**config.mk**
```make
export PLATFORM = sky130hd
export DESIGN_NAME = ipsel_top
export DESIGN_NICKNAME = d
export VERILOG_FILES = /design/src/rtl/ipsel_pkg.sv /design/src/rtl/ipsel_pending.sv /design/src/rtl/ipsel_eligible.sv /design/src/rtl/ipsel_prio.sv /design/src/rtl/ipsel_top.sv
export SDC_FILE = /design/constraint.sdc
export NUM_CORES = 1
export LEC_CHECK = 0
export BUFFER_PORTS_ARGS = -buffer_cell sky130_fd_sc_hd__buf_2
export CAP_MARGIN = 20
export CORE_ASPECT_RATIO = 0.5
export CORE_MARGIN = 2
export CORE_UTILIZATION = 45
export DETAILED_ROUTE_END_ITERATION = 16
export HOLD_SLACK_MARGIN = 0.12
export PLACE_DENSITY = 0.72
export SETUP_SLACK_MARGIN = 0.15
export SYNTH_ARGS = -nofsm -noshare
export SYNTH_HDL_FRONTEND = slang
export SYNTH_HIERARCHICAL = 1
export SYNTH_SLANG_ARGS = --single-unit
```
**constraint.sdc**
```tcl
create_clock -name clk -period 2.7 [get_ports clk]
set_clock_uncertainty 0.15 [all_clocks]
set_input_delay 0.135 -clock clk [delete_from_list [all_inputs] [get_ports clk]]
set_output_delay 0.135 -clock clk [all_outputs]
set_load 0.01 [all_outputs]
```
**src/rtl/ipsel_pkg.sv**
```systemverilog
package ipsel_pkg;
    localparam int NSRC = 14;
    localparam int IDW  = $clog2(NSRC);

    typedef logic [NSRC-1:0] src_vec_t;

    localparam int SRC_RST  = 0;
    localparam int SRC_MCK  = 1;
    localparam int SRC_DBG  = 2;
    localparam int SRC_HDEC = 3;
    localparam int SRC_CEXT = 4;
    localparam int SRC_WDT  = 5;
    localparam int SRC_CDB  = 6;
    localparam int SRC_FIT  = 7;
    localparam int SRC_PIT  = 8;
    localparam int SRC_DEC  = 9;
    localparam int SRC_EXT  = 10;
    localparam int SRC_DB   = 11;
    localparam int SRC_PMU  = 12;
    localparam int SRC_THM  = 13;

    // sources whose flag always drops on delivery
    localparam src_vec_t AUTO_CLR_MASK = 14'b11100111100111;
    // sources gated by the critical enable
    localparam src_vec_t CE_MASK       = 14'b00000001110100;
    // sources gated by the external enable
    localparam src_vec_t EE_MASK       = 14'b11111110000000;

    typedef enum logic [0:0] {
        ST_IDLE = 1'b0,
        ST_WAIT = 1'b1
    } sel_state_t;
endpackage

```
**src/rtl/ipsel_pending.sv**
```systemverilog
module ipsel_pending
    import ipsel_pkg::*;
(
    input  logic     clk,
    input  logic     rst_n,
    input  src_vec_t set_i,
    input  src_vec_t clr_i,
    input  src_vec_t dlv_i,
    input  logic     ext_line_i,
    input  logic     cext_line_i,
    input  logic     cfg_ext_level_i,
    input  logic     cfg_cext_level_i,
    input  logic     cfg_dec_clr_i,
    output src_vec_t pend_o
);
    for (genvar i = 0; i < NSRC; i++) begin : g_bit
        logic flag_q;
        assign pend_o[i] = flag_q;

        if (i == SRC_EXT || i == SRC_CEXT) begin : g_line
            logic lvl_mode;
            logic line;
            assign lvl_mode = (i == SRC_EXT) ? cfg_ext_level_i : cfg_cext_level_i;
            assign line     = (i == SRC_EXT) ? ext_line_i : cext_line_i;

            always_ff @(posedge clk or negedge rst_n) begin
                if (!rst_n)                   flag_q <= 1'b0;
                else if (lvl_mode)            flag_q <= line;
                else if (set_i[i] || line)    flag_q <= 1'b1;
                else if (dlv_i[i] || clr_i[i]) flag_q <= 1'b0;
            end
        end else begin : g_evt
            logic drop;
            if (i == SRC_DEC) begin : g_dec
                assign drop = clr_i[i] | (dlv_i[i] & cfg_dec_clr_i);
            end else if (AUTO_CLR_MASK[i]) begin : g_auto
                assign drop = clr_i[i] | dlv_i[i];
            end else begin : g_keep
                assign drop = clr_i[i];
            end

            always_ff @(posedge clk or negedge rst_n) begin
                if (!rst_n)        flag_q <= 1'b0;
                else if (set_i[i]) flag_q <= 1'b1;
                else if (drop)     flag_q <= 1'b0;
            end
        end
    end
endmodule

```
**src/rtl/ipsel_eligible.sv**
```systemverilog
module ipsel_eligible
    import ipsel_pkg::*;
(
    input  src_vec_t pend_i,
    input  logic     msr_ee_i,
    input  logic     msr_ce_i,
    input  logic     msr_hv_i,
    input  logic     msr_pr_i,
    input  logic     hdec_en_i,
    output src_vec_t elig_o
);
    logic hdec_ok;
    assign hdec_ok = hdec_en_i & (msr_ee_i | ~msr_hv_i | msr_pr_i);

    for (genvar i = 0; i < NSRC; i++) begin : g_gate
        if (i == SRC_HDEC) begin : g_hdec
            assign elig_o[i] = pend_i[i] & hdec_ok;
        end else if (CE_MASK[i]) begin : g_ce
            assign elig_o[i] = pend_i[i] & msr_ce_i;
        end else if (EE_MASK[i]) begin : g_ee
            assign elig_o[i] = pend_i[i] & msr_ee_i;
        end else begin : g_open
            assign elig_o[i] = pend_i[i];
        end
    end
endmodule

```
**src/rtl/ipsel_prio.sv**
```systemverilog
module ipsel_prio
    import ipsel_pkg::*;
(
    input  src_vec_t        elig_i,
    output src_vec_t        pick_vec_o,
    output logic [IDW-1:0]  pick_id_o,
    output logic            pick_any_o
);
    always_comb begin
        pick_vec_o = '0;
        pick_id_o  = '0;
        pick_any_o = 1'b0;
        for (int i = 0; i < NSRC; i++) begin
            if (elig_i[i] && !pick_any_o) begin
                pick_vec_o[i] = 1'b1;
                pick_id_o     = IDW'(i);
                pick_any_o    = 1'b1;
            end
        end
    end
endmodule

```
**src/rtl/ipsel_top.sv**
```systemverilog
module ipsel_top
    import ipsel_pkg::*;
(
    input  logic            clk,
    input  logic            rst_n,
    input  logic [13:0]     set_i,
    input  logic [13:0]     clr_i,
    input  logic            ext_line_i,
    input  logic            cext_line_i,
    input  logic            cfg_ext_level_i,
    input  logic            cfg_cext_level_i,
    input  logic            cfg_dec_clr_i,
    input  logic            msr_ee_i,
    input  logic            msr_ce_i,
    input  logic            msr_hv_i,
    input  logic            msr_pr_i,
    input  logic            hdec_en_i,
    input  logic            ack_i,
    output logic            grant_valid_o,
    output logic [13:0]     grant_vec_o,
    output logic [3:0]      grant_id_o,
    output logic            req_any_o
);
    sel_state_t     state_q, state_d;
    src_vec_t       pend_q;
    src_vec_t       elig;
    src_vec_t       pick_vec;
    logic [IDW-1:0] pick_id;
    logic           pick_any;
    src_vec_t       grant_q;
    logic [IDW-1:0] id_q;
    src_vec_t       dlv;

    assign dlv = (state_q == ST_WAIT && ack_i) ? grant_q : '0;

    ipsel_pending u_pend (
        .clk              (clk),
        .rst_n            (rst_n),
        .set_i            (set_i),
        .clr_i            (clr_i),
        .dlv_i            (dlv),
        .ext_line_i       (ext_line_i),
        .cext_line_i      (cext_line_i),
        .cfg_ext_level_i  (cfg_ext_level_i),
        .cfg_cext_level_i (cfg_cext_level_i),
        .cfg_dec_clr_i    (cfg_dec_clr_i),
        .pend_o           (pend_q)
    );

    ipsel_eligible u_elig (
        .pend_i    (pend_q),
        .msr_ee_i  (msr_ee_i),
        .msr_ce_i  (msr_ce_i),
        .msr_hv_i  (msr_hv_i),
        .msr_pr_i  (msr_pr_i),
        .hdec_en_i (hdec_en_i),
        .elig_o    (elig)
    );

    ipsel_prio u_prio (
        .elig_i     (elig),
        .pick_vec_o (pick_vec),
        .pick_id_o  (pick_id),
        .pick_any_o (pick_any)
    );

    // next-state: pick / idle / hold / retire
    always_comb begin
        state_d = state_q;
        unique case (state_q)
            ST_IDLE: state_d = pick_any ? ST_WAIT : ST_IDLE;
            ST_WAIT: state_d = ack_i ? ST_IDLE : ST_WAIT;
        endcase
    end

    always_ff @(posedge clk or negedge rst_n) begin
        if (!rst_n) state_q <= ST_IDLE;
        else        state_q <= state_d;
    end

    // registered grant outputs
    always_ff @(posedge clk or negedge rst_n) begin
        if (!rst_n) begin
            grant_q <= '0;
            id_q    <= '0;
        end else if (state_q == ST_IDLE && pick_any) begin
            grant_q <= pick_vec;
            id_q    <= pick_id;
        end else if (state_q == ST_WAIT && ack_i) begin
            grant_q <= '0;
        end
    end

    assign grant_valid_o = (state_q == ST_WAIT);
    assign grant_vec_o   = grant_q;
    assign grant_id_o    = id_q;
    assign req_any_o     = |pend_q;
endmodule

```
==> flow_summary.yaml <==
outcome:
  run_status: "completed"
placement:
  placement.io_buffers: 60
  gp_congestion: 0.8623
  dp.cells: 278
  dpl-instance-area_um2: 2101
  hpwl_um: 3290
global_route:
  overflow: 0
  grt_pass1_wl_um: 8176
  first_global_vias: 1652
  grtUsageTotal_pct: 22.90
  grt_max_degree: 34
  antenna_found_initial: 0
routing:
  vias: 1670
  drtAntennaViolNets: 0
  first_pass_iters: 4
  drc: 0
  wire_per_inst_um: 15.78
  drtIter0Drc: 90
  avgViaCountPerCell: 5.302
  wirelength_um: 4971
timing:
  rsz0062_at_grt: "false"
  min_period_ns: 2.410
  fin_crit_sh_pct: 89.24
  slew_viol_final: 0
  max_freq_ghz: 0.4150
  tightest_slew_ns: 0.7378
  tns_ns: 0
  slew_headroom_pct: 50.81
  setup_viol: 0
  hold_viol: 0
setup_path:
  crit_type: "reg2reg"
  path_cells: "o311a_1 > nor4_4 > and2_4 > nand3_1 > nor2b_2 > mux2_2"
  slowest_delay_ns: 0.64
  crit_required_ns: 2.72
  arrival_ns: 2.43
  worst_setup_path_start_kind: "flop"
  endpoint_kind: "flop"
  slowest_stage: "nor2b_2"
  critPathMaxFanout: 18
run:
  cap_viol_max_count: 0
floorplan:
  io_pins: 61
  core_area_um2: 3944
  rows: 16
  start_util_pct: 47.49
  die_w_um: 95.24
  die-area_um2: 4726
  die_h_um: 49.62
clock_tree:
  cts_setup_buffers: 0
  clkLatencyLatePin_ns: 0.29
  path_clk_slew_ns: 0.06
  clock-root-buffer: "clkbuf_8"
  clock_path_buffers: 2
  cts_buffers: 5
  cts_tree: "yes"
  hold_buffers: 29
  cts.sinks: 33
  cts_resized: 0
  htreeDepth: 2
final_layout:
  layout.cells.non_filler: 315
  drive_gt1_share_pct: 38.31
  utilization_pct: 62.66
  fill_cells: 327
  final_nets: 301
  area_delta_synth_final_pct: 31.93
  final_cell_area_um2: 2471
  antennaDiodeCount: 0
yosys:
  syn_inst: 183
  syn_area_um2: 1873
  avgSynthCellArea_um2: 10.24
  ys.warnings.count: 6
  synth_fp_nets: 224
power:
  ir_drop_v: 0.0001814
  p_leak_uw: 0.001250
  power.density_nw_per_um2: 449.5
min_path:
  hp-class: "in2reg"
-- flip-flops by register name, summed over array words and instances (netlist names) --
name                 flops
u_pend/g_bit.flag_q     14
grant_vec_o             14
grant_id_o               4
grant_valid_o            1
-- routing by layer --
| layer | GRT usage [%] | part of all wire (%) | vias to the layer above |
|---|---|---|---|
| li1 | - | - | 795 |
| met1 | 31.90 | 48 | 815 |
| met2 | 35.80 | 47 | 51 |
| met3 | 4.281 | 3.8 | 9 |
| met4 | 8.213 | 1.1 | 0 |
| met5 | 0 | 0 | - |
-- through the flow --
| step | setup WS (ns) | hold WS [ns] | power, uW |
|---|---|---|---|
| finish | 0.2905 | 0.1388 | 1111 |
| global route | 0.1566 | 0.1622 | 1167 |
| CTS | 0.3162 | 0.1346 | 1113 |
| detailed placement | 0.3163 | 0.09664 | 720.3 |
| global placement | 0.4226 | 0.08486 | 716.1 |
| floorplan | 0.3880 | -0.3106 | 667.7 |
-- worst paths after layout --
kind	cells past startpoint	slack, ns	from	to
min in group asynchronous	2	0.29	rst_n	u_pend/g_bit[12].flag_q$_DFFE_PN0P_
max	6	0.29	u_pend/g_bit[3].flag_q$_DFFE_PN0P_	grant_id_o[0]$_DFFE_PN0P_
max reg2reg	6	0.29	u_pend/g_bit[3].flag_q$_DFFE_PN0P_	grant_id_o[0]$_DFFE_PN0P_
max in group asynchronous	2	1.62	rst_n	u_pend/g_bit[9].flag_q$_DFFE_PN0P_
min	2	0.14	ack_i	grant_valid_o$_DFF_PN0_
min reg2reg	1	0.36	grant_vec_o[3]$_DFFE_PN0P_	grant_vec_o[3]$_DFFE_PN0P_
-- cell usage in the layout (no fill, tap or decap), types with 2 or more instances in the layout --
cell and count:
dlygate4sd3_1 29, dfrtp_1 33, nor2_1 21, a22o_2 4
a21o_1 11, a211o_1 2, buf_4 3, and3_2 5
a22o_1 10, nor4b_2 3, clkbuf_8 5, and2_2 7
and2_1 5, nand2_1 2, buf_2 60, nand2_2 2
a21oi_1 5, nor4_1 4, nor3_1 2, inv_1 9
nor4_2 2, mux2_2 4, nor3b_1 2, clkbuf_1 3
and3_1 12
-- cell type report --
| class | instances | area [um2] | area share [%] |
|---|---|---|---|
| inverter | 9 | 33.78 | 1.367 |
| clock buffer | 8 | 80.08 | 3.241 |
| multi-input combinational | 119 | 850.8 | 34.43 |
| tap | 54 | 67.56 | 2.734 |
| sequential | 33 | 825.8 | 33.42 |
| timing repair buffer | 92 | 613.1 | 24.81 |
-- worst max-delay path, delay by kind of cell, from the launching register on --
kind	cells	cell delay, ns
AOI/OAI and AO/OA	1	0.32
and+or+nand+nor	4	1.01
muxes	1	0.41
DFF	1	0.40
-- power breakdown --
group          switching (uW)  internal, uW
combinational            97.2           110
sequential               27.5           519
clock                     175           183
Note: power is estimated with default switching activity, not from simulation.
